## src/rtl/llc_qos_pkg.sv

```systemverilog
package llc_qos_pkg;
  localparam int CLASS_W   = 3;
  localparam int NUM_CLASS = 1 << CLASS_W;
  localparam int IDX_W     = 8;

  // Strobes handed from the control module to the datapath each cycle
  typedef struct packed {
    logic             grantEn;
    logic [IDX_W-1:0] winIdx;
    logic             hold;
  } arbStrobe_t;
endpackage

```

## src/rtl/llc_qos_ctrl.sv

```systemverilog
module llc_qos_ctrl
  import llc_qos_pkg::*;
#(
  parameter int NUM_SRC = 4,
  parameter int WIN_W   = 4
) (
  input  logic                       clk,
  input  logic                       rstN,
  input  logic [NUM_SRC-1:0]         reqValid,
  input  logic [NUM_SRC*CLASS_W-1:0] reqClass,
  input  logic [NUM_SRC-1:0]         grantQ,
  input  logic [WIN_W-1:0]           winCycles,
  output arbStrobe_t                 strobe
);
  localparam int SRC_W = (NUM_SRC > 1) ? $clog2(NUM_SRC) : 1;

  logic [CLASS_W-1:0] clsArr [NUM_SRC];
  logic [NUM_SRC-1:0] eligible;
  logic [CLASS_W-1:0] minCls;
  logic               found;
  logic [SRC_W-1:0]   winIdx;
  logic [SRC_W-1:0]   rrPtr;
  logic [SRC_W-1:0]   nextPtr;
  logic [WIN_W-1:0]   cnt;
  logic               expired;
  logic               cls0Grant;

  for (genvar i = 0; i < NUM_SRC; i++) begin : g_unpack
    assign clsArr[i] = reqClass[i*CLASS_W +: CLASS_W];
  end

  // The source shown as granted this cycle is being accepted now
  assign eligible = reqValid & ~grantQ;

  always_comb begin
    minCls = '1;
    for (int i = 0; i < NUM_SRC; i++) begin
      if (eligible[i] && (clsArr[i] < minCls)) minCls = clsArr[i];
    end
    found  = 1'b0;
    winIdx = '0;
    for (int k = 0; k < NUM_SRC; k++) begin
      int idx;
      idx = int'(rrPtr) + k;
      if (idx >= NUM_SRC) idx = idx - NUM_SRC;
      if (!found && eligible[idx] && (clsArr[idx] == minCls)) begin
        found  = 1'b1;
        winIdx = SRC_W'(idx);
      end
    end
  end

  assign nextPtr   = (winIdx == SRC_W'(NUM_SRC - 1)) ? '0 : winIdx + 1'b1;
  assign expired   = (winCycles != '0) && (cnt >= winCycles);
  assign cls0Grant = found && (minCls == '0);

  assign strobe.grantEn = found;
  assign strobe.winIdx  = IDX_W'(winIdx);
  assign strobe.hold    = cls0Grant && expired;

  always_ff @(posedge clk) begin
    if (!rstN) begin
      rrPtr <= '0;
      cnt   <= '0;
    end else begin
      if (found) rrPtr <= nextPtr;
      if (cls0Grant)            cnt <= '0;
      else if (cnt < winCycles) cnt <= cnt + 1'b1;
    end
  end

  AST_CNT_CLEAR: assert property (@(posedge clk) disable iff (!rstN)
    cls0Grant |=> (cnt == '0));

  AST_CNT_STEP: assert property (@(posedge clk) disable iff (!rstN)
    (cnt != '0) |-> ((cnt == $past(cnt)) || (cnt == $past(cnt) + 1'b1)));

  AST_PTR_RANGE: assert property (@(posedge clk) disable iff (!rstN)
    int'(rrPtr) < NUM_SRC);
endmodule

```

## src/rtl/llc_qos_dpath.sv

```systemverilog
module llc_qos_dpath
  import llc_qos_pkg::*;
#(
  parameter int NUM_SRC   = 4,
  parameter int NUM_WAYS  = 4,
  parameter int NUM_BANKS = 2,
  parameter int BANK_W    = 1
) (
  input  logic                            clk,
  input  logic                            rstN,
  input  arbStrobe_t                      strobe,
  input  logic [NUM_SRC*CLASS_W-1:0]      reqClass,
  input  logic [NUM_SRC*BANK_W-1:0]       reqBank,
  input  logic [NUM_CLASS*NUM_WAYS-1:0]   wayAllocMask,
  input  logic [NUM_BANKS*NUM_WAYS-1:0]   wayEnableMask,
  output logic [NUM_SRC-1:0]              grantQ,
  output logic [CLASS_W-1:0]              grantClass,
  output logic [BANK_W-1:0]               grantBank,
  output logic [NUM_WAYS-1:0]             allowWays,
  output logic                            noAlloc,
  output logic                            holdPulse,
  output logic                            shutoffActive
);
  logic [CLASS_W-1:0]  selCls;
  logic [BANK_W-1:0]   selBank;
  logic [NUM_WAYS-1:0] allocSel;
  logic [NUM_WAYS-1:0] enableSel;
  logic [NUM_WAYS-1:0] waysNext;
  logic [NUM_BANKS-1:0] bankOff;

  for (genvar b = 0; b < NUM_BANKS; b++) begin : g_bank
    assign bankOff[b] = ~&wayEnableMask[b*NUM_WAYS +: NUM_WAYS];
  end

  always_comb begin
    selCls   = reqClass[int'(strobe.winIdx)*CLASS_W +: CLASS_W];
    selBank  = reqBank[int'(strobe.winIdx)*BANK_W +: BANK_W];
    allocSel = wayAllocMask[int'(selCls)*NUM_WAYS +: NUM_WAYS];
    if (int'(selBank) < NUM_BANKS) enableSel = wayEnableMask[int'(selBank)*NUM_WAYS +: NUM_WAYS];
    else                           enableSel = '0;
    waysNext = allocSel & enableSel;
  end

  always_ff @(posedge clk) begin
    if (!rstN) begin
      grantQ        <= '0;
      grantClass    <= '0;
      grantBank     <= '0;
      allowWays     <= '0;
      noAlloc       <= 1'b0;
      holdPulse     <= 1'b0;
      shutoffActive <= 1'b0;
    end else begin
      shutoffActive <= |bankOff;
      if (strobe.grantEn) begin
        grantQ     <= NUM_SRC'(1) << strobe.winIdx;
        grantClass <= selCls;
        grantBank  <= selBank;
        allowWays  <= waysNext;
        noAlloc    <= (waysNext == '0);
        holdPulse  <= strobe.hold;
      end else begin
        grantQ     <= '0;
        grantClass <= '0;
        grantBank  <= '0;
        allowWays  <= '0;
        noAlloc    <= 1'b0;
        holdPulse  <= 1'b0;
      end
    end
  end

  AST_IDLE_QUIET: assert property (@(posedge clk) disable iff (!rstN)
    (grantQ == '0) |-> ((allowWays == '0) && !noAlloc && !holdPulse));

  AST_HOLD_CLASS0: assert property (@(posedge clk) disable iff (!rstN)
    holdPulse |-> (grantClass == '0));

  AST_NOALLOC_GRANTED: assert property (@(posedge clk) disable iff (!rstN)
    noAlloc |-> (grantQ != '0));

  AST_WAYS_ENABLED: assert property (@(posedge clk) disable iff (!rstN)
    (grantQ != '0) |-> ((allowWays & ~$past(enableSel)) == '0));
endmodule

```

## src/rtl/llc_qos_arbiter.sv

```systemverilog
module llc_qos_arbiter
  import llc_qos_pkg::*;
#(
  parameter int NUM_SRC   = 4,
  parameter int NUM_WAYS  = 4,
  parameter int NUM_BANKS = 2,
  parameter int WIN_W     = 4,
  localparam int BANK_W   = (NUM_BANKS > 1) ? $clog2(NUM_BANKS) : 1
) (
  input  logic                                clk,
  input  logic                                rstN,
  input  logic [NUM_SRC-1:0]                  reqValid,
  input  logic [NUM_SRC*3-1:0]                reqClass,
  input  logic [NUM_SRC*BANK_W-1:0]           reqBank,
  input  logic [WIN_W-1:0]                    winCycles,
  input  logic [8*NUM_WAYS-1:0]               wayAllocMask,
  input  logic [NUM_BANKS*NUM_WAYS-1:0]       wayEnableMask,
  output logic [NUM_SRC-1:0]                  grant,
  output logic [2:0]                          grantClass,
  output logic [BANK_W-1:0]                   grantBank,
  output logic [NUM_WAYS-1:0]                 allowWays,
  output logic                                noAlloc,
  output logic                                holdPulse,
  output logic                                shutoffActive
);
  arbStrobe_t strobe;

  llc_qos_ctrl #(.NUM_SRC(NUM_SRC), .WIN_W(WIN_W)) u_ctrl (
    .clk(clk), .rstN(rstN), .reqValid(reqValid), .reqClass(reqClass),
    .grantQ(grant), .winCycles(winCycles), .strobe(strobe)
  );

  llc_qos_dpath #(.NUM_SRC(NUM_SRC), .NUM_WAYS(NUM_WAYS), .NUM_BANKS(NUM_BANKS),
                  .BANK_W(BANK_W)) u_dpath (
    .clk(clk), .rstN(rstN), .strobe(strobe), .reqClass(reqClass), .reqBank(reqBank),
    .wayAllocMask(wayAllocMask), .wayEnableMask(wayEnableMask),
    .grantQ(grant), .grantClass(grantClass), .grantBank(grantBank),
    .allowWays(allowWays), .noAlloc(noAlloc), .holdPulse(holdPulse),
    .shutoffActive(shutoffActive)
  );

  AST_GRANT_ONEHOT: assert property (@(posedge clk) disable iff (!rstN)
    $onehot0(grant));

  AST_GRANT_HAD_VALID: assert property (@(posedge clk) disable iff (!rstN)
    (grant & ~$past(reqValid)) == '0);

  AST_NO_REPEAT: assert property (@(posedge clk) disable iff (!rstN)
    (grant & $past(grant)) == '0);
endmodule

```

## config.mk

```make
export PLATFORM = sky130hd
export DESIGN_NAME = llc_qos_arbiter
export DESIGN_NICKNAME = d
export VERILOG_FILES = /design/src/rtl/llc_qos_pkg.sv /design/src/rtl/llc_qos_ctrl.sv /design/src/rtl/llc_qos_dpath.sv /design/src/rtl/llc_qos_arbiter.sv
export SDC_FILE = /design/constraint.sdc
export NUM_CORES = 1
export LEC_CHECK = 0
export BUFFER_PORTS_ARGS = -buffer_cell sky130_fd_sc_hd__buf_2
export CAP_MARGIN = 20
export CORE_MARGIN = 2
export CORE_UTILIZATION = 54
export DETAILED_ROUTE_END_ITERATION = 6
export GPL_TIMING_DRIVEN = 0
export PLACE_DENSITY = 0.82
export SETUP_SLACK_MARGIN = 0.2
export SYNTH_ARGS = -nofsm -noshare
export SYNTH_HDL_FRONTEND = slang
export SYNTH_SLANG_ARGS = --single-unit
```

## constraint.sdc

```tcl
create_clock -name clk -period 6.4 [get_ports clk]
set_input_delay 0.32 -clock clk [delete_from_list [all_inputs] [get_ports clk]]
set_output_delay 0.32 -clock clk [all_outputs]
set_load 0.03 [all_outputs]
```

# ---- Word-level counts from Yosys, hierarchy flattened
# Cells that the tools add are included.
# Widths: inputs -> output; s select.
dict set report totals {
  ff_bits 21
  in_bits 66
  out_inout_bits 15
  word_cells 123
}
dict set report op_classes {
  n_addsub 9
  multipliers 1
  n_lt_le_gt_ge 18
  n_eq_ne 5
  n_shift 5
  n_mux 41
  bitwise_logic 8
  n_reduce_logical 27
}
# operator count
set op_table {}
lappend op_table {{$ge 32x3->1 const B} 4}
lappend op_table {{$lt 32x4->1 const B} 4}
lappend op_table {{$mux 32} 4}
lappend op_table {{$not 32->32} 4}
lappend op_table {{$ge 32x4->1 const B} 3}
lappend op_table {{$sub 32x4->32 const B} 3}
lappend op_table {{$mux 3} 12}
lappend op_table {{$shiftx 12x32->3} 1}
lappend op_table {{$shiftx 32x6->4} 1}
lappend op_table {{$bmux 3 s2} 4}
lappend op_table {{$logic_and 1x1->1} 14}
lappend op_table {{$eq 3x3->1} 4}
lappend op_table {{$mux 1} 12}
lappend op_table {{$mux 2} 5}
lappend op_table {{$lt 3x3->1} 3}
lappend op_table {{$and 4x4->4} 2}
lappend op_table {{$bmux 1 s2} 4}
lappend op_table {{$reduce_and 4->1} 2}
lappend op_table {{$shiftx 8x4->4} 1}
lappend op_table {{$add 2x2->3 const B} 2}
lappend op_table {{$logic_not 1->1} 5}
lappend op_table {{$add 4x1->4 const B} 1}
lappend op_table {{$ge 4x4->1} 1}
lappend op_table {{$logic_not 4->1} 1}
lappend op_table {{other kinds (16)} 17}

# ---- Depth between registers and ports, before layout
# Gate-level depths: netlist of run 1.
dict set report depth {
  word_depth 33
  depth_mapped 25
  ltp_nobuf 21
}

# ---- By module
# A second synthesis of run 1 with hierarchy kept.
dict set report unflattened {
  hier_cells 335
  hier_area_um2 2745.1
}
# module instances cells_each area_each_um2 seq_area_each_um2
set by_module_without_submodules {}
lappend by_module_without_submodules {llc_qos_ctrl 1 233 1800.5 120.1}
lappend by_module_without_submodules {llc_qos_dpath 1 102 944.7 300.3}

# ---- Least setup slack after synthesis of run 1
# No wires, ideal clock.
dict set report synth_timing {
  path_type {register -> register}
  start {register u_dpath.grantQ[0]}
  end {register u_dpath.noAlloc}
  setup_ps 64
  arrival_time_ps 5643
  required_time_ps 6336
  setup_slack_ps 692
  stages_incl_launch_ff 24
  n_path_buf 3
  synth_period_minus_slack_ps 5708
  cell_sequence {dfxtp_1 -> and2b_1 -> a21oi_1 -> o32a_1 -> inv_1 -> ha_1 -> a21o_1 -> a211oi_1 -> nor2_1 -> a211o_1 -> or2_0 -> mux4_2 -> and3_4 -> buf_6 -> a21o_1 -> a222oi_1 -> buf_4 -> mux2i_4 -> buf_6 -> mux2i_1 -> mux2i_1 -> o2111ai_2 -> nand4_1 -> nor2_1}
}
dict set report synth_via {
  elab_chain_cells 33
  elab_cells_between_ends 55
  classes_between {1 x mul; 3 x order compare; 4 x eq/ne; 4 x shift; 24 x mux; 3 x bitwise; 16 x reduce/logical}
}
# item line
set synth_rtl {}
lappend synth_rtl {{start: declaration} llc_qos_dpath.sv:16} ;# output logic [NUM_SRC-1:0] grantQ,
lappend synth_rtl {{start signal: assignment} llc_qos_dpath.sv:56} ;# grantQ <= NUM_SRC'(1) << strobe.winIdx;
lappend synth_rtl {{$not 4->4 (*)} llc_qos_ctrl.sv:33} ;# assign eligible = reqValid & ~grantQ;
lappend synth_rtl {{$and 4x4->4 (*)} llc_qos_ctrl.sv:33}
lappend synth_rtl {{$logic_and 1x1->1} llc_qos_ctrl.sv:38} ;# if (eligible[i] && (clsArr[i] < minCls)) minCls = clsArr[i];
lappend synth_rtl {{$mux 3} llc_qos_ctrl.sv:38}
lappend synth_rtl {{$lt 3x3->1} llc_qos_ctrl.sv:38}
lappend synth_rtl {{$logic_and 1x1->1} llc_qos_ctrl.sv:38}
lappend synth_rtl {{$mux 3} llc_qos_ctrl.sv:38}
lappend synth_rtl {{$lt 3x3->1} llc_qos_ctrl.sv:38}
lappend synth_rtl {{(+16 left out)} --}
lappend synth_rtl {{$logic_not 1->1} llc_qos_ctrl.sv:46} ;# if (!found && eligible[idx] && (clsArr[idx] == minCls)) begin
lappend synth_rtl {{$logic_and 1x1->1 (2 in a row)} llc_qos_ctrl.sv:46}
lappend synth_rtl {{$mux 2} llc_qos_ctrl.sv:46}
lappend synth_rtl {{$mul 2x2->4} llc_qos_dpath.sv:36} ;# selCls = reqClass[int'(strobe.winIdx)*CLASS_W +: CLASS_W];
lappend synth_rtl {{$shiftx 12x32->3} llc_qos_dpath.sv:36}
lappend synth_rtl {{$shiftx 32x6->4} llc_qos_dpath.sv:38} ;# allocSel = wayAllocMask[int'(selCls)*NUM_WAYS +: NUM_WAYS];
lappend synth_rtl {{$and 4x4->4} llc_qos_dpath.sv:41} ;# waysNext = allocSel & enableSel;
lappend synth_rtl {{$logic_not 4->1} llc_qos_dpath.sv:60} ;# noAlloc <= (waysNext == '0);
lappend synth_rtl {{end signal: assignment} llc_qos_dpath.sv:60}
lappend synth_rtl {{end: declaration} llc_qos_dpath.sv:20} ;# output logic noAlloc,
# Every way passes the cells marked *; elsewhere a longest branch is shown, timed or not. The select of a mux whose other input is x is not followed.
# A chain may end at the register's enable or synchronous reset.

# ---- Worst setup path after layout of run 1
dict set report layout_timing {
  start {input port reqClass[2]}
  end {register u_dpath.noAlloc}
}
dict set report layout_via {
  elab_chain_cells 32
  elab_cells_between_ends 54
  classes_between {1 x mul; 4 x order compare; 4 x eq/ne; 4 x shift; 24 x mux; 1 x bitwise; 16 x reduce/logical}
}
# item line
set layout_rtl {}
lappend layout_rtl {{start: declaration} llc_qos_arbiter.sv:13} ;# input logic [NUM_SRC*3-1:0] reqClass,
lappend layout_rtl {{$lt 3x3->1} llc_qos_ctrl.sv:38}
lappend layout_rtl {{$logic_and 1x1->1} llc_qos_ctrl.sv:38}
lappend layout_rtl {{$mux 3} llc_qos_ctrl.sv:38}
lappend layout_rtl {{$lt 3x3->1} llc_qos_ctrl.sv:38}
lappend layout_rtl {{$logic_and 1x1->1} llc_qos_ctrl.sv:38}
lappend layout_rtl {{$mux 3} llc_qos_ctrl.sv:38}
lappend layout_rtl {{$lt 3x3->1} llc_qos_ctrl.sv:38}
lappend layout_rtl {{$logic_and 1x1->1} llc_qos_ctrl.sv:38}
lappend layout_rtl {{(+15 left out)} --}
lappend layout_rtl {{$logic_not 1->1} llc_qos_ctrl.sv:46}
lappend layout_rtl {{$logic_and 1x1->1 (2 in a row)} llc_qos_ctrl.sv:46}
lappend layout_rtl {{$mux 2} llc_qos_ctrl.sv:46}
lappend layout_rtl {{$mul 2x2->4} llc_qos_dpath.sv:36}
lappend layout_rtl {{$shiftx 12x32->3} llc_qos_dpath.sv:36}
lappend layout_rtl {{$shiftx 32x6->4} llc_qos_dpath.sv:38}
lappend layout_rtl {{$and 4x4->4} llc_qos_dpath.sv:41}
lappend layout_rtl {{$logic_not 4->1} llc_qos_dpath.sv:60}
# Several ways; a longest one is shown, not always the timed one. The select of a mux whose other input is x is not followed.

==> flow_metrics.env, run 1 <==
export IMPL_slowest_stage="mux4_2"
export IMPL_p_comb_frac=0.826
export IMPL_path_cells="buf_2, buf_2, or3b_2, and4_1, o32a_1, inv_1, ha_1, a211oi_4, nor2_1, a211o_1, or2_0, mux4_2, and3_4, buf_6, a21o_1, a222oi_1, buf_4, a2111oi_1, a41o_2, buf_2, mux2i_1, o2111ai_1, nand4_1, nor2_1"
export IMPL_drive_above_1_share=0.3333
export IMPL_syn_num_nets=423
export IMPL_p_sw_frac=0.4990
export IMPL_cts_tree="built"
export IMPL_avgViaCountPerCell=6.374
export IMPL_syn_area_per_cell_sq_um=8.144
export IMPL_final_cell_mix="buf_2, nor2_1, mux2i_1, dfxtp_1, o21ai_0"
export IMPL_vias=3257
export IMPL_fmax_mhz=169.1
export IMPL_areaGrowthSynthToFinish_pct=23.53
export IMPL_cts_htree_levels=1
export IMPL_cts_made_buffers=3
export IMPL_status="finished clean"
export IMPL_max_stage_delay_ns=0.55
export IMPL_arrival_ns=6.11
export IMPL_synth_edf_count=0
export IMPL_grt_pass1_vias=2918
export IMPL_rsz0062_at_grt="false"
export IMPL_drtIter0Drc=297
export IMPL_min_period_over_period=0.9240
export IMPL_synth_area_top_cells="dfxtp_1, mux2i_1, mux2_2"
export IMPL_num_rows=26
export IMPL_port_buffers=78
export IMPL_power_mw=1.589
export IMPL_ant_nets=0
export IMPL_final_nets=515
export IMPL_cts_sinks=21
export IMPL_crit_required_ns=6.60
export IMPL_gp_congestion=0.9298
export IMPL_criticalPathCategory="in2reg"
export IMPL_clock_skew_ns=0.002592
export IMPL_synth_compound_area_frac=0.2853
export IMPL_netSwitchingPower_uw=792.7
export IMPL_crit_path_start_kind="input pin"
export IMPL_p_int_uw=795.8
export IMPL_ys_ff_latch=21
export IMPL_utilization=0.6894
export IMPL_crit_path_end_kind="flip-flop"
export IMPL_post_place_ws_ns=-0.1927
export IMPL_cpMostUsedCell="buf_2"
export IMPL_synth_top_cell_by_area="dfxtp_1"
export IMPL_tightest_slew_ns=1.134
export IMPL_yosys_area_share_simple=0.2678
export IMPL_drtPass1Iterations=5
export IMPL_crit_buf_inv=6
export IMPL_hp_class="in2reg"
export IMPL_routed_wl_um=8663
export IMPL_hold_slack_ns=0.3234
export IMPL_dp_hpwl_um=6540
export IMPL_power_density_nw_per_um2=451.2
export IMPL_grt_pass1_wl_um=13570
export IMPL_synthCells=350
export IMPL_clkLatencyLatePin_ns=0.27
export IMPL_hold_viol_final=0
export IMPL_yosysSeqAreaShare=0.1475
export IMPL_dieWidth_um=76.65
export IMPL_start_util=0.5581
export IMPL_num_antenna_cells=0
export IMPL_yosysTopAreaCellShare=0.1475
export IMPL_setup_tns_ns=0
export IMPL_antenna_found_initial=0
export IMPL_wl_per_cell_um=16.95
export IMPL_grt_usage=0.2767
export IMPL_ir_drop_mv=0.4200
export IMPL_grt_max_degree=13
export IMPL_ys_flop_type="dfxtp_1"
export IMPL_setup_violations=0
export IMPL_relSlewSlack=0.2373
export IMPL_seq_power_share=0.116
export IMPL_synthMuxAreaShare=0.1940
export IMPL_drcViolationCount=0
export IMPL_synth_xor_area_frac=0.02151
export IMPL_final_common_cell="buf_2"
export IMPL_period_minus_slack_ns=5.914
export IMPL_clock_path_buffers=2
export IMPL_clk_pin_slew_ns=0.08
export IMPL_die_area_sq_um=5875
export IMPL_async_reset_ff_frac=0
export IMPL_ctsRootBufferMaster="clkbuf_8"
export IMPL_p_leak_nw=1.558
export IMPL_cp_top_family="compound AO/OA/AOI/OAI gates"
export IMPL_crit_fanout=10
export IMPL_maxSlewViolCount=0
export IMPL_timing_final_ws_setup_ns=0.4861
export IMPL_synth_top_family_by_area="compound AO/OA/AOI/OAI gates"
export IMPL_synthAdderAreaFrac=0.03073
export IMPL_io_pin_count=81
export IMPL_ys_types=79
export IMPL_yosysWarnings=0
export IMPL_core_area_sq_um=5107
export IMPL_grt_ovfl_total=0
export IMPL_p_clk_frac=0.058
export IMPL_drv_cap=0
export IMPL_dieHeight_um=76.65
export IMPL_fillCellCount=422
export IMPL_synth_area_sq_um=2850
## registers in the layout (all words and copies together) (netlist names)
name,cells
u_ctrl.cnt,4
u_ctrl.rrPtr,2
u_dpath.allowWays,4
u_dpath.grantBank,1
u_dpath.grantClass,3
u_dpath.grantQ,4
u_dpath.holdPulse,1
u_dpath.noAlloc,1
u_dpath.shutoffActive,1
## final timing paths
kind	cells past startpoint	endpoint	slack (ns)	startpoint
setup / recovery	24	u_dpath.noAlloc	0.49	reqClass[2]
hold / removal	2	u_dpath.shutoffActive	0.32	rstN
setup reg to reg	22	u_dpath.noAlloc	0.50	u_dpath.grantQ[0]
hold reg to reg	2	u_ctrl.cnt[3]	0.52	u_ctrl.cnt[3]
## power groups by stage
stage / Clock (mW) / Sequential (mW) / Combinational [mW]
floorplan: 0 / 0.227 / 0.902
CTS: 0.0908 / 0.184 / 1.17
detailed placement: 0 / 0.187 / 1.17
global route: 0.0969 / 0.190 / 1.41
global placement: 0 / 0.187 / 1.14
finish: 0.0915 / 0.185 / 1.31
## cell type report
| type | instances | area (sq um) | share of cell area |
|---|---|---|---|
| multi-input cells | 297 | 2356 | 0.6692 |
| clock inverters | 1 | 5.005 | 0.001421 |
| plain buffers | 20 | 107.6 | 0.03056 |
| clock buffers | 3 | 41.29 | 0.01173 |
| flip-flops and latches | 21 | 420.4 | 0.1194 |
| inverters | 12 | 45.04 | 0.01279 |
| well taps | 70 | 87.58 | 0.02488 |
| repair buffers | 87 | 457.9 | 0.1301 |
## synth_stat cells, types with 3 or more instances
cell type / number
a21o_1: 5
o2111ai_1: 3
buf_2: 7
dfxtp_1: 21
or3_1: 4
nand3_1: 10
nand3b_1: 6
xnor2_1: 4
ha_1: 7
mux2_2: 11
o21ai_0: 20
inv_1: 11
nand2b_1: 12
nor2_1: 27
o211ai_1: 3
nand4_1: 10
a211o_1: 3
clkbuf_1: 9
nor2b_1: 3
mux2i_1: 26
a211oi_1: 6
and2_1: 8
mux4_2: 5
a21oi_1: 13
a21boi_0: 3
xor2_1: 3
nor3_1: 9
a311oi_1: 4
o31ai_1: 4
and3_1: 6
nor3b_1: 5
nand2_1: 19
a2111oi_0: 3
## layer usage
metal / part of all wire / GRT usage / vias up
li1: - / - / 1545
met5: 0 / 0 / -
met4: 0.011 / 0.06364 / 0
met3: 0.085 / 0.03294 / 11
met1: 0.42 / 0.3794 / 1517
met2: 0.48 / 0.4664 / 184
## worst register-to-register path: cells and delay by family (launching register included)
kind	cells	cell delay (ns)
DFF	1	0.36
buffers and inverters	4	0.64
muxes	2	0.70
adders and majority gates	1	0.27
and+or+nand+nor	7	1.56
AOI/OAI and AO/OA	8	2.30
## cell families (layout without fill, tap and decap cells)
family          count (synthesis)  count (layout)
compound gates                102             102
buf+inv                        32             123
fa+ha+maj                       7               7
mux                            45              45
flops                          21              21
simple gates                  136             136
xor+xnor                        7               7
## through the flow
step / cells / area (sq um)
after global routing: 511 / 3521
after detailed placement: 498 / 3328
after floorplan: 350 / 2850
after global placement: 498 / 3328
final: 511 / 3521
after CTS: 502 / 3385
## what timing repair did
| item | CTS | global route |
|---|---|---|
| buffers inserted | 0 | 9 |
| pin swaps | 0 | 6 |
| endpoints found under the setup margin | 2 | 5 |
| hold buffers | 0 | 0 |
| gates resized for setup | 2 | 14 |
No activity file was read; power rests on OpenSTA's default activity.
==> run 2, diff against run 1 <==
--- a/config.mk
+++ b/config.mk
@@ -8,10 +8,10 @@
 export BUFFER_PORTS_ARGS = -buffer_cell sky130_fd_sc_hd__buf_2
 export CAP_MARGIN = 20
 export CORE_MARGIN = 2
-export CORE_UTILIZATION = 54
+export CORE_UTILIZATION = 50
 export DETAILED_ROUTE_END_ITERATION = 6
 export GPL_TIMING_DRIVEN = 0
-export PLACE_DENSITY = 0.82
+export PLACE_DENSITY = 0.77
 export SETUP_SLACK_MARGIN = 0.2
 export SYNTH_ARGS = -nofsm -noshare
 export SYNTH_HDL_FRONTEND = slang
==> flow_metrics.env, run 2 (same netlist as run 1, synthesis figures left out) <==
export IMPL_hold_viol_final=0
export IMPL_relSlewSlack=0.2860
export IMPL_period_minus_slack_ns=5.885
export IMPL_final_nets=511
export IMPL_seq_power_share=0.121
export IMPL_cts_hold_buffers=0
export IMPL_fin_cells=509
export IMPL_die_area_sq_um=6320
export IMPL_fillCellCount=490
export IMPL_hp_class="in2reg"
export IMPL_port_buffers=78
export IMPL_clock_path_buffers=2
export IMPL_p_clk_frac=0.059
export IMPL_p_sw_frac=0.5043
export IMPL_criticalPathCategory="reg2reg"
export IMPL_drtIter0Drc=286
export IMPL_crit_path_end_kind="flip-flop"
export IMPL_worstReg2RegStart="u_dpath.grantQ[1]"
export IMPL_dp_cells=500
export IMPL_clk_pin_slew_ns=0.08
export IMPL_num_rows=27
export IMPL_cts_tree="built"
export IMPL_path_cells="or3b_2, and4_1, o32a_1, inv_1, ha_1, a21o_1, a211o_1, nor3_1, a211o_1, or2_0, mux4_2, and3_4, buf_6, a21o_1, a222oi_1, buf_4, a2111oi_2, a41o_2, mux2_1, nor3_1, a211oi_2, and2_1"
export IMPL_fin_area_sq_um=3477
export IMPL_rsz0062_at_grt="false"
export IMPL_cts_sinks=21
export IMPL_final_seq_area_sq_um=420.4
export IMPL_grt_pass1_wl_um=13940
export IMPL_status="finished clean"
export IMPL_wl_per_cell_um=16.85
export IMPL_hold_start="rstN"
export IMPL_grt_max_degree=13
export IMPL_grt_ovfl_total=0
export IMPL_crit_required_ns=6.57
export IMPL_drive_above_1_share=0.3249
export IMPL_ant_nets=0
export IMPL_drv_cap=0
export IMPL_p_int_uw=754.8
export IMPL_grt_pass1_vias=3043
export IMPL_placed_area_sq_um=3331
export IMPL_netSwitchingPower_uw=768.0
export IMPL_fmax_mhz=169.9
export IMPL_ctsRootBufferMaster="clkbuf_8"
export IMPL_slowest_stage="mux4_2"
export IMPL_antenna_found_initial=0
export IMPL_cts_htree_levels=1
export IMPL_ir_drop_mv=0.3794
export IMPL_setup_tns_ns=0
export IMPL_multi_input_area_sq_um=2340
export IMPL_tightest_slew_ns=1.062
export IMPL_core_area_sq_um=5507
export IMPL_gp_congestion=0.9088
export IMPL_clkLatencyLatePin_ns=0.26
export IMPL_p_comb_frac=0.820
export IMPL_clock_skew_ns=0.0009594
export IMPL_grt_usage=0.2704
export IMPL_maxSlewViolCount=0
export IMPL_cts_made_buffers=3
export IMPL_power_density_nw_per_um2=438.0
export IMPL_drtPass1Iterations=5
export IMPL_crit_fanout=10
export IMPL_top_regs="u_ctrl.cnt (4), u_dpath.allowWays (4), u_dpath.grantQ (4)"
export IMPL_final_cell_mix="buf_2, nor2_1, mux2i_1, dfxtp_1, o21ai_0"
export IMPL_crit_path_start_kind="flip-flop"
export IMPL_num_antenna_cells=0
export IMPL_routed_wl_um=8577
export IMPL_arrival_ns=6.05
export IMPL_p_leak_nw=1.538
export IMPL_min_period_over_period=0.9195
export IMPL_io_pin_count=81
export IMPL_drcViolationCount=0
export IMPL_final_common_cell="buf_2"
export IMPL_avgViaCountPerCell=6.283
export IMPL_startpoint="u_dpath.grantQ[1]"
export IMPL_start_util=0.5176
export IMPL_vias=3198
export IMPL_max_stage_delay_ns=0.55
export IMPL_areaGrowthSynthToFinish_pct=21.99
export IMPL_dp_hpwl_um=6661
export IMPL_setup_violations=0
export IMPL_power_mw=1.523
export IMPL_dieHeight_um=79.50
export IMPL_dieWidth_um=79.50
## run 2: cell count changes in the layout (fill, tap and decap cells not counted), sizes merged
| cell | change |
|---|---|
| buf | -4 |
## run 2: area by class of cell
type | count | area share
inverter | 12 | 0.01295
sequential | 21 | 0.1209
clock buffer | 3 | 0.01187
timing repair buffer | 83 | 0.1231
clock inverter | 1 | 0.001439
multi-input combinational | 297 | 0.6729
tap | 72 | 0.02591
buffer | 20 | 0.03095
## run 2: metrics by stage
step | hold WS [ns] | utilization | worst slack, ns
final | 0.3363 | 0.6314 | 0.5154
after global routing | 0.3385 | 0.6314 | 0.1957
after global placement | 0.5026 | 0.6049 | -0.2259
after CTS | 0.3383 | 0.6142 | 0.2024
after detailed placement | 0.5042 | 0.6049 | -0.3400
after floorplan | 0.4375 | - | 0.6925
## run 2: final timing paths
path	cells past startpoint	slack, ns	endpoint
max	22	0.52	u_dpath.allowWays[0]
min	2	0.34	u_dpath.shutoffActive
max reg2reg	22	0.52	u_dpath.allowWays[0]
min reg2reg	2	0.53	u_ctrl.cnt[3]
## run 2: power by group through the flow
stage	Clock (mW)	Sequential, mW	Combinational, mW
after floorplan	0	0.227	0.902
after global placement	0	0.186	1.15
after detailed placement	0	0.187	1.17
after CTS	0.0904	0.184	1.18
after global routing	0.0964	0.189	1.36
final	0.0894	0.184	1.25
## run 2: critical path, delay by kind of cell (launching register included)
kind / cells / cell delay, ns
DFF: 1 / 0.39
AOI/OAI and AO/OA: 9 / 2.27
adders and majority gates: 1 / 0.14
buffers and inverters: 3 / 0.46
and+or+nand+nor: 7 / 1.65
muxes: 2 / 0.87
## run 2: repair_timing
action | 4_1_cts | 5_1_grt
gates resized for setup | 1 | 13
setup buffers | 0 | 5
setup endpoints to repair | 5 | 5
pin swaps | 0 | 3
endpoints found under the hold margin | 0 | 0
## run 2: layer usage
metal | vias to the layer above | routed length [um] | share of wire | track usage
li1 | 1539 | - | - | -
met1 | 1475 | 3542 | 0.41 | 0.3452
met2 | 174 | 4229 | 0.49 | 0.4807
met3 | 10 | 706 | 0.082 | 0.02828
met4 | 0 | 99 | 0.012 | 0.07414
met5 | - | 0 | 0 | 0
==> run 3, diff against run 2 <==
--- a/config.mk
+++ b/config.mk
@@ -5,14 +5,16 @@
 export SDC_FILE = /design/constraint.sdc
 export NUM_CORES = 1
 export LEC_CHECK = 0
+export ABC_AREA = 1
 export BUFFER_PORTS_ARGS = -buffer_cell sky130_fd_sc_hd__buf_2
 export CAP_MARGIN = 20
 export CORE_MARGIN = 2
 export CORE_UTILIZATION = 50
 export DETAILED_ROUTE_END_ITERATION = 6
 export GPL_TIMING_DRIVEN = 0
-export PLACE_DENSITY = 0.77
+export PLACE_DENSITY = 0.78
 export SETUP_SLACK_MARGIN = 0.2
+export SLEW_MARGIN = 20
 export SYNTH_ARGS = -nofsm -noshare
 export SYNTH_HDL_FRONTEND = slang
 export SYNTH_SLANG_ARGS = --single-unit
==> flow_metrics.env, run 3 <==
export IMPL_relSlewSlack=0.6593
export IMPL_max_stage_delay_ns=0.44
export IMPL_power_density_nw_per_um2=456.5
export IMPL_tightest_slew_ns=0.5058
export IMPL_num_rows=27
export IMPL_drcViolationCount=0
export IMPL_port_buffers=80
export IMPL_cts_htree_levels=1
export IMPL_areaGrowthSynthToFinish_pct=19.36
export IMPL_antenna_found_initial=0
export IMPL_syn_area_per_cell_sq_um=5.658
export IMPL_start_util=0.5098
export IMPL_grt_ovfl_total=0
export IMPL_routed_wl_um=7677
export IMPL_drtPass1Iterations=6
export IMPL_cpMostUsedCell="nand2_1"
export IMPL_core_area_sq_um=5439
export IMPL_yosysWarnings=0
export IMPL_ctsRootBufferMaster="clkbuf_8"
export IMPL_crit_fanout=10
export IMPL_ys_ff_latch=21
export IMPL_cts_hold_buffers=0
export IMPL_arrival_ns=5.04
export IMPL_status="finished clean"
export IMPL_ys_flop_type="dfxtp_1"
export IMPL_synth_commonest_cells="nand2_1, inv_1, nand3_1, o21ai_0, nor2_1"
export IMPL_ant_nets=0
export IMPL_grt_usage=0.2580
export IMPL_yosysSeqAreaShare=0.1516
export IMPL_setup_tns_ns=0
export IMPL_cts_sinks=21
export IMPL_cts_tree="built"
export IMPL_syn_num_nets=563
export IMPL_top_regs="u_ctrl.cnt (4), u_dpath.allowWays (4), u_dpath.grantQ (4)"
export IMPL_vias=3307
export IMPL_die_area_sq_um=6157
export IMPL_synth_area_top_cells="nand2_1, dfxtp_1, nand3_1"
export IMPL_post_cts_buffers=0
export IMPL_drive_above_1_share=0.2422
export IMPL_p_leak_nw=1.899
export IMPL_clock_skew_ns=0.001512
export IMPL_synthCells=490
export IMPL_slowest_stage="a211oi_4"
export IMPL_clkLatencyLatePin_ns=0.26
export IMPL_crit_path_start_kind="flip-flop"
export IMPL_dieHeight_um=78.47
export IMPL_fmax_mhz=205.3
export IMPL_dp_hpwl_um=6482
export IMPL_period_minus_slack_ns=4.870
export IMPL_min_period_over_period=0.7609
export IMPL_hp_class="in2reg"
export IMPL_utilization=0.6085
export IMPL_gp_congestion=0.8907
export IMPL_rsz0062_at_grt="false"
export IMPL_dieWidth_um=78.47
export IMPL_synth_edf_count=0
export IMPL_hold_viol_final=0
export IMPL_postCtsResizedCells=0
export IMPL_grt_pass1_vias=3020
export IMPL_fillCellCount=555
export IMPL_drtIter0Drc=256
export IMPL_crit_path_end_kind="flip-flop"
export IMPL_crit_required_ns=6.57
export IMPL_cts_made_buffers=3
export IMPL_ys_types=34
export IMPL_num_antenna_cells=0
export IMPL_drv_cap=0
export IMPL_avgViaCountPerCell=5.119
export IMPL_final_nets=648
export IMPL_grt_max_degree=13
export IMPL_synth_area_sq_um=2773
export IMPL_synth_most_common_cell="nand2_1"
export IMPL_wl_per_cell_um=11.88
export IMPL_synth_top_cell_by_area="nand2_1"
export IMPL_setup_violations=0
export IMPL_ir_drop_mv=0.2389
export IMPL_async_reset_ff_frac=0
export IMPL_maxSlewViolCount=0
export IMPL_io_pin_count=81
export IMPL_final_cell_mix="nand2_1, buf_2, inv_1, nand3_1, o21ai_0"
export IMPL_clock_path_buffers=2
export IMPL_clk_pin_slew_ns=0.08
export IMPL_final_common_cell="nand2_1"
export IMPL_yosysTopAreaCellShare=0.2166
export IMPL_grt_pass1_wl_um=13190
export IMPL_criticalPathCategory="reg2reg"
## run 3: metrics by stage
stage	instances	power (mW)	instance area [sq um]	setup WS (ns)	hold slack [ns]
after floorplan	490	1.159	2773	2.106	0.4176
after global placement	642	1.384	3263	1.611	0.4910
after detailed placement	642	1.412	3263	1.507	0.5015
after CTS	646	1.502	3309	1.584	0.2913
after global routing	646	1.692	3309	0.9991	0.3131
final	646	1.511	3309	1.530	0.2865
## run 3: cell families (layout without fill, tap and decap cells)
| group | Yosys count | count (layout) | share of synthesized area |
|---|---|---|---|
| simple gates | 316 | 316 | 0.5636 |
| buf+inv | 94 | 178 | 0.1354 |
| compound gates | 49 | 49 | 0.1083 |
| flops | 21 | 21 | 0.1516 |
| fa+ha+maj | 7 | 7 | 0.03159 |
| xor+xnor | 3 | 3 | 0.009478 |
## run 3: cell type report
cell class | instances | area, sq um | area share
clock inverters | 1 | 5.005 | 0.001512
inverters | 83 | 311.5 | 0.09414
clock buffers | 3 | 41.29 | 0.01248
flip-flops and latches | 21 | 420.4 | 0.1270
plain buffers | 11 | 63.81 | 0.01928
well taps | 72 | 90.09 | 0.02722
repair buffers | 80 | 400.4 | 0.1210
multi-input cells | 375 | 1977 | 0.5974
## run 3: per-layer routing
layer | global-route usage | wire [um]
met4 | 0.06140 | 119
met5 | 0 | 0
met1 | 0.3387 | 3394
met3 | 0.03103 | 519
met2 | 0.4500 | 3644
## run 3: worst paths after layout
check / depth (start not counted) / endpoint / slack, ns / from
worst max-delay path: 36 / u_dpath.noAlloc / 1.53 / u_dpath.grantQ[0]
worst max register to register: 36 / u_dpath.noAlloc / 1.53 / u_dpath.grantQ[0]
worst min register to register: 2 / u_ctrl.cnt[0] / 0.51 / u_ctrl.cnt[0]
worst min-delay path: 3 / u_ctrl.rrPtr[1] / 0.29 / rstN
## run 3: report_power, final
group | internal (mW) | switching (mW) | total (mW) | leakage [nW]
Combinational | 0.421 | 0.826 | 1.25 | 1.70
Sequential | 0.160 | 0.0143 | 0.174 | 0.171
Clock | 0.0435 | 0.0457 | 0.0891 | 0.0255
## run 3: critical path: cells and delay by family (launching register included)
kind	cells	cell delay (ns)
adder cells (fa/ha/maj)	1	0.34
AO/OA/AOI/OAI	2	0.64
flip-flops	1	0.37
buffers and inverters	3	0.34
AND/OR/NAND/NOR	30	3.11
